`src/rtl/i2c_regbank_slave.sv`:
```
module i2c_regbank_slave #(
  parameter logic [6:0] DEV_ADDR    = 7'b1101000,
  parameter int         ADDR_W      = 6,
  parameter int         TIME_REGS   = 8,
  parameter int         TIMEOUT_CYC = 1750000
) (
  input  logic                   clk,
  input  logic                   rst_n,
  input  logic                   scl_i,
  input  logic                   sda_i,
  input  logic [TIME_REGS*8-1:0] time_live,
  output logic                   sda_pull,
  output logic                   wr_en,
  output logic [ADDR_W-1:0]      wr_addr,
  output logic [7:0]             wr_data,
  output logic                   snap_load
);
  localparam int DEPTH = 1 << ADDR_W;
  localparam int SH_W  = $clog2(TIME_REGS);
  localparam int TO_W  = $clog2(TIMEOUT_CYC + 1);
  localparam logic [TO_W-1:0]   TO_LIM   = TO_W'(TIMEOUT_CYC);
  localparam logic [ADDR_W:0]   TIME_LIM = (ADDR_W+1)'(TIME_REGS);

  typedef enum logic [2:0] {IDLE, DEV, PTR, WRD, RDD} st_t;

  st_t              st;
  logic [2:0]       scl_p, sda_p;
  logic [3:0]       bitcnt;
  logic [7:0]       shreg, tx, rd_byte;
  logic [ADDR_W-1:0] ptr;
  logic             rw, mnack;
  logic [TO_W-1:0]  to_cnt;
  logic [7:0]       mem    [DEPTH];
  logic [7:0]       shadow [TIME_REGS];

  wire scl_s = scl_p[1];
  wire scl_d = scl_p[2];
  wire sda_s = sda_p[1];
  wire sda_d = sda_p[2];
  wire start_det = scl_s & scl_d & sda_d & ~sda_s;
  wire stop_det  = scl_s & scl_d & ~sda_d & sda_s;
  wire scl_rise  = scl_s & ~scl_d;
  wire scl_fall  = ~scl_s & scl_d;
  wire tmo       = (st != IDLE) && (to_cnt == TO_LIM);
  wire in_time   = {1'b0, ptr} < TIME_LIM;
  wire addr_hit  = shreg[7:1] == DEV_ADDR;

  always_comb rd_byte = in_time ? shadow[ptr[SH_W-1:0]] : mem[ptr];

  always_ff @(posedge clk or negedge rst_n)
    if (!rst_n) begin
      scl_p <= '1;
      sda_p <= '1;
    end else begin
      scl_p <= {scl_p[1:0], scl_i};
      sda_p <= {sda_p[1:0], sda_i};
    end

  always_ff @(posedge clk or negedge rst_n)
    if (!rst_n) to_cnt <= '0;
    else if (st == IDLE || scl_s) to_cnt <= '0;
    else if (to_cnt != TO_LIM) to_cnt <= to_cnt + 1'b1;

  always_ff @(posedge clk or negedge rst_n)
    if (!rst_n) begin
      for (int i = 0; i < TIME_REGS; i++) shadow[i] <= '0;
    end else if (start_det) begin
      for (int i = 0; i < TIME_REGS; i++) shadow[i] <= time_live[8*i +: 8];
    end

  always_ff @(posedge clk or negedge rst_n)
    if (!rst_n) begin
      for (int i = 0; i < DEPTH; i++) mem[i] <= '0;
    end else if (wr_en) begin
      mem[wr_addr] <= wr_data;
    end

  always_ff @(posedge clk or negedge rst_n)
    if (!rst_n) begin
      st        <= IDLE;
      bitcnt    <= '0;
      shreg     <= '0;
      tx        <= '0;
      ptr       <= '0;
      rw        <= 1'b0;
      mnack     <= 1'b0;
      sda_pull  <= 1'b0;
      wr_en     <= 1'b0;
      wr_addr   <= '0;
      wr_data   <= '0;
      snap_load <= 1'b0;
    end else begin
      wr_en     <= 1'b0;
      snap_load <= 1'b0;
      if (start_det) begin
        st        <= DEV;
        bitcnt    <= '0;
        sda_pull  <= 1'b0;
        snap_load <= 1'b1;
      end else if (stop_det || tmo) begin
        st       <= IDLE;
        sda_pull <= 1'b0;
      end else if (st != IDLE) begin
        if (scl_rise) begin
          if (bitcnt < 4'd8 && st != RDD) shreg <= {shreg[6:0], sda_s};
          if (bitcnt == 4'd8 && st == RDD) mnack <= sda_s;
          bitcnt <= bitcnt + 1'b1;
        end else if (scl_fall) begin
          if (bitcnt == 4'd8) begin
            case (st)
              DEV: if (addr_hit) begin
                     sda_pull <= 1'b1;
                     rw       <= shreg[0];
                   end else st <= IDLE;
              PTR: begin
                     ptr      <= shreg[ADDR_W-1:0];
                     sda_pull <= 1'b1;
                   end
              WRD: begin
                     wr_en    <= 1'b1;
                     wr_addr  <= ptr;
                     wr_data  <= shreg;
                     ptr      <= ptr + 1'b1;
                     sda_pull <= 1'b1;
                   end
              default: begin
                     sda_pull <= 1'b0;
                     ptr      <= ptr + 1'b1;
                   end
            endcase
          end else if (bitcnt == 4'd9) begin
            bitcnt   <= '0;
            sda_pull <= 1'b0;
            case (st)
              DEV: if (rw) begin
                     st       <= RDD;
                     tx       <= rd_byte;
                     sda_pull <= ~rd_byte[7];
                   end else st <= PTR;
              PTR: st <= WRD;
              RDD: if (mnack) st <= IDLE;
                   else begin
                     tx       <= rd_byte;
                     sda_pull <= ~rd_byte[7];
                   end
              default: ;
            endcase
          end else if (st == RDD && bitcnt != 4'd0) begin
            sda_pull <= ~tx[3'd7 - bitcnt[2:0]];
          end
        end
      end
    end

  assert_snap_after_start_R8: assert property (@(posedge clk) disable iff (!rst_n)
    start_det |=> snap_load);

  assert_pull_moves_scl_low_R5: assert property (@(posedge clk) disable iff (!rst_n)
    (sda_pull != $past(sda_pull)) |-> !scl_s);

  assert_timeout_release_R11: assert property (@(posedge clk) disable iff (!rst_n)
    tmo |=> (st == IDLE && !sda_pull));

  assert_single_strobe_R4: assert property (@(posedge clk) disable iff (!rst_n)
    wr_en |=> !wr_en);

  assert_miss_no_ack_R3: assert property (@(posedge clk) disable iff (!rst_n)
    (st == DEV && scl_fall && bitcnt == 4'd8 && !addr_hit && !start_det && !stop_det && !tmo)
      |=> (st == IDLE && !sda_pull));
endmodule

```
`config.mk`:
```
export PLATFORM = sky130hd
export DESIGN_NAME = i2c_regbank_slave
export DESIGN_NICKNAME = d
export VERILOG_FILES = /design/src/rtl/i2c_regbank_slave.sv
export SDC_FILE = /design/constraint.sdc
export NUM_CORES = 1
export LEC_CHECK = 0
export ABC_AREA = 1
export BUFFER_PORTS_ARGS = -buffer_cell sky130_fd_sc_hd__buf_4
export CAP_MARGIN = 20
export CELL_PAD_IN_SITES_DETAIL_PLACEMENT = 0
export CELL_PAD_IN_SITES_GLOBAL_PLACEMENT = 1
export CORE_ASPECT_RATIO = 0.8
export CORE_MARGIN = 2
export CORE_UTILIZATION = 35
export CTS_CLUSTER_SIZE = 30
export DETAILED_ROUTE_END_ITERATION = 6
export PLACE_DENSITY_LB_ADDON = 0.1
export SLEW_MARGIN = 20
export SYNTH_ARGS = -nofsm -noshare
export SYNTH_HDL_FRONTEND = slang
export SYNTH_SLANG_ARGS = --single-unit
export TNS_END_PERCENT = 30
```
`constraint.sdc`:
```
create_clock -name clk -period 3.55 [get_ports clk]
set_clock_uncertainty 0.05 [all_clocks]
set_input_delay 0.8875 -clock clk [delete_from_list [all_inputs] [get_ports clk]]
set_output_delay 0.8875 -clock clk [all_outputs]
set_load 0.01 [all_outputs]
```
==> key figures <==
Run status
  – Outcome: finished clean

Clock tree
  – Total clock buffers created by CTS: 68
  – Clock-pin slew on the worst setup and hold paths: 0.06 ns
  – Root buf cell: clkbuf_16
  – Post-CTS Hold Fix Bufs: 0
  – Clk sink count: 587
  – Clk buf depth: 3
  – Deepest level of the CTS H-tree: 3
  – CTS tree: done
  – Post-CTS setup buffers: 0
  – Clock latency on the worst-skew pair: 0.63 ns
  – CTS resizes: 0

Placement
  – HPWL after DPL: 54,700 µm
  – Routability Congestion: 0.807
  – Placement Cell Area: 28,400 µm²
  – Setup WS pre-CTS: 0.632 ns
  – Port Buf Inserts: 84

Finish
  – Multi-input logic area: 10,600 µm²
  – Post-route cell area: 30,700 µm²
  – Share of cells above drive strength 1: 0.0898
  – Nets: 3,362
  – Area growth syn-to-layout: 14.8%
  – Fillers: 7,701
  – Sequential Area: 14,700 µm²
  – Inserted Diodes: 0
  – Post-Route Utilization: 0.406

Yosys
  – Synth Area in Compound Gates: 0.194
  – Synth unique cells: 38
  – Xor/xnor share of the synthesized area: 0.000982
  – Synth async-reset ratio: 1.00
  – Yosys top cell by area: dfrtp_1
  – Share of the synthesized area in the top cell type: 0.543
  – Top_reg_cell synth: dfrtp_1
  – Largest family of logic cells by synthesized area: simple AND/OR/NAND/NOR gates
  – Multiplexer share of the synthesized area: 0
  – Mapped Cells: 3,294
  – Largest cells by area after synthesis: dfrtp_1 54%, o21ai_0 15%, nand2_1 13%
  – Post-Syn Nets: 3,368
  – Synth Warn #: 0
  – Seq/Total Area, Yosys: 0.549
  – Adder-cell share of the synthesized area: 0.00281
  – Syn Area/Cell: 8.12 µm²
  – Cell area after synthesis: 26,800 µm²
  – Number of enable flip-flop cells after synthesis: 0
  – Simple-gate share of the synthesized area: 0.198
  – Register bit count reported by yosys: 587

Timing
  – Final WS setup: 0.648 ns
  – Worst-Margin Slew: 1.01 ns
  – Setup TNS: 0 ns
  – Highest clock rate: 0.345 GHz
  – Setup violators final: 0
  – Fin. max-slew vios: 0
  – RSZ-0062 raised after global routing: false
  – Final cycle utilization of the critical path: 0.817
  – Fin. Hold Viols: 0
  – Slew HR: 0.329
  – Tmin final: 2.90 ns

GRT
  – Global-route usage over all layers: 0.224
  – First-pass GRT wire length: 136,000 µm
  – Vias in the first global route: 21,900
  – Initial antenna violation count: 1
  – Total gr overflow: 0
  – Largest net degree at the start of global routing: 158

Floorplan
  – Area of the die: 78,700 µm²
  – Initial core utilization: 0.354
  – Top Ports: 85
  – Die height: 251 µm
  – Core footprint: 75,600 µm²
  – Site row count: 90
  – Die X: 313 µm

Worst setup path
  – CP startpoint kind: register
  – Critical path's top delay family: buffers and inverters
  – Setup crit end kind: register
  – Critical path data arrival time: 3.42 ns
  – CP Class: reg -> reg
  – Slowest cell delay on critical path: 0.61 ns
  – Worst path cell trace: inv_6 -> buf_12 -> nor2_1 -> o21ai_0 -> o21ai_0 -> o21ai_0 -> inv_1 -> nand2_1 -> nand2_1 -> nand3_1 -> nand2_1 -> inv_1
  – Critical path depth: 12
  – R2r setup slk: 0.65 ns
  – Max FO, Critical Path: 53
  – Crit-path slowest cell: dfrtp_4
  – Worst reg2reg path depth: 12
  – CP bufs+invs: 4
  – Worst endpoint required time: 4.07 ns

Route
  – ANT nets after route: 0
  – Vias per cell: 5.24
  – Residual DRC: 0
  – WL/cell: 20.2 µm
  – Drt initial violations: 2,090
  – DR vias: 22,800
  – Drt first pass iters: 6
  – Drt total wl: 87,900 µm

Pwr
  – Register share of total power: 0.465
  – Leak: 13.8 nW
  – Comb pwr share: 0.062
  – VDD IR-drop max: 0.281 mV
  – Sw Share: 0.244
  – Clock network power share: 0.474
  – Net Sw Power: 0.00371 W
  – Pint: 0.0115 W
  – Overall power: 0.0152 W
  – Pwr/cell area: 496 nW/µm²

Run
  – # Max-Cap Violations: 0

Hold path
  – Hold WC Path Type: in -> async
-- registers in the layout, indices dropped and copies added (netlist names) --
signal and flops:
mem 448, shadow 64, to_cnt 21, shreg 8, tx 8, wr_data 8, ptr 6, wr_addr 6
bitcnt 4, scl_p 3, sda_p 3, st 3, mnack 1, rw 1, sda_pull 1, snap_load 1
wr_en 1
-- per-layer routing --
layer  part of all wire  vias to the layer above  global-route usage  wire (µm)
met1               0.49                    11300               0.340      43500
met3              0.052                      121              0.0402       4540
met5                  0                        -                   0          0
met4              0.022                        0              0.0571       1970
met2               0.43                      568               0.329      38000
li1                   -                    10900                   -          -
-- path summary, 6_finish.rpt --
path | startpoint | endpoint
setup / recovery | ptr[0]$_DFFE_PN0P_ | tx[6]$_DFFE_PN0P_
hold / removal | rst_n | mem[240]$_DFFE_PN0P_
setup reg to reg | ptr[0]$_DFFE_PN0P_ | tx[6]$_DFFE_PN0P_
hold reg to reg | sda_p[0]$_DFF_PN1_ | sda_p[1]$_DFF_PN1_
max in group asynchronous | rst_n | shreg[5]$_DFFE_PN0P_
min in group clk | sda_p[0]$_DFF_PN1_ | sda_p[1]$_DFF_PN1_
-- area by class of cell --
type                            count  area share
Clock buffer                      104      0.0667
Clock inverter                     20     0.00738
Inverter                          152      0.0187
Multi-Input combinational cell   2327       0.345
Sequential cell                   587       0.479
Tap cell                         1012      0.0412
Timing Repair Buffer              152      0.0423
-- power groups by stage --
stage | clock network, W | logic, W | registers (W)
2_1_floorplan | 0 | 0.000537 | 0.00713
3_3_place_gp | 0 | 0.000945 | 0.00718
3_5_place_dp | 0 | 0.000956 | 0.00719
4_1_cts | 0.00740 | 0.000962 | 0.00707
5_1_grt | 0.00770 | 0.00109 | 0.00710
6_report | 0.00720 | 0.000941 | 0.00707
-- cell usage after synthesis (all sizes together) (10+ instances only) --
library cell    n
a21oi          50
a31oi          10
buf            43
clkbuf        185
clkinv         11
dfrtp         581
inv           141
nand2         908
nand3          67
nand4          11
nor2          322
nor3           24
o211ai         54
o21ai         789
o221ai         10
o22ai          57
-- through the flow --
step	hold WS (ns)	instances
2_1_floorplan	0.295	3294
3_3_place_gp	0.303	4230
3_5_place_dp	0.300	4230
4_1_cts	0.0328	4354
5_1_grt	0.0407	4354
6_report	0.0740	4354
-- cells in the final DEF (no fill, tap or decap), types with 14 or more instances in the layout --
cell / instances
o22ai_1: 57
dfrtp_1: 579
a21oi_1: 50
o211ai_1: 54
inv_1: 134
clkbuf_1: 17
inv_2: 14
clkbuf_8: 17
buf_4: 139
nand3_1: 67
nand2_1: 907
clkbuf_16: 70
nor2_1: 318
o21ai_0: 786
-- kinds of logic after synthesis --
| kind of cell | count (synthesis) |
|---|---|
| DFF | 587 |
| buffers and inverters | 380 |
| AOI/OAI and AO/OA | 979 |
| xor gates and xnor gates | 3 |
| and+or+nand+nor | 1339 |
| adders and majority gates | 6 |
Power figures use the tool's default switching activity.
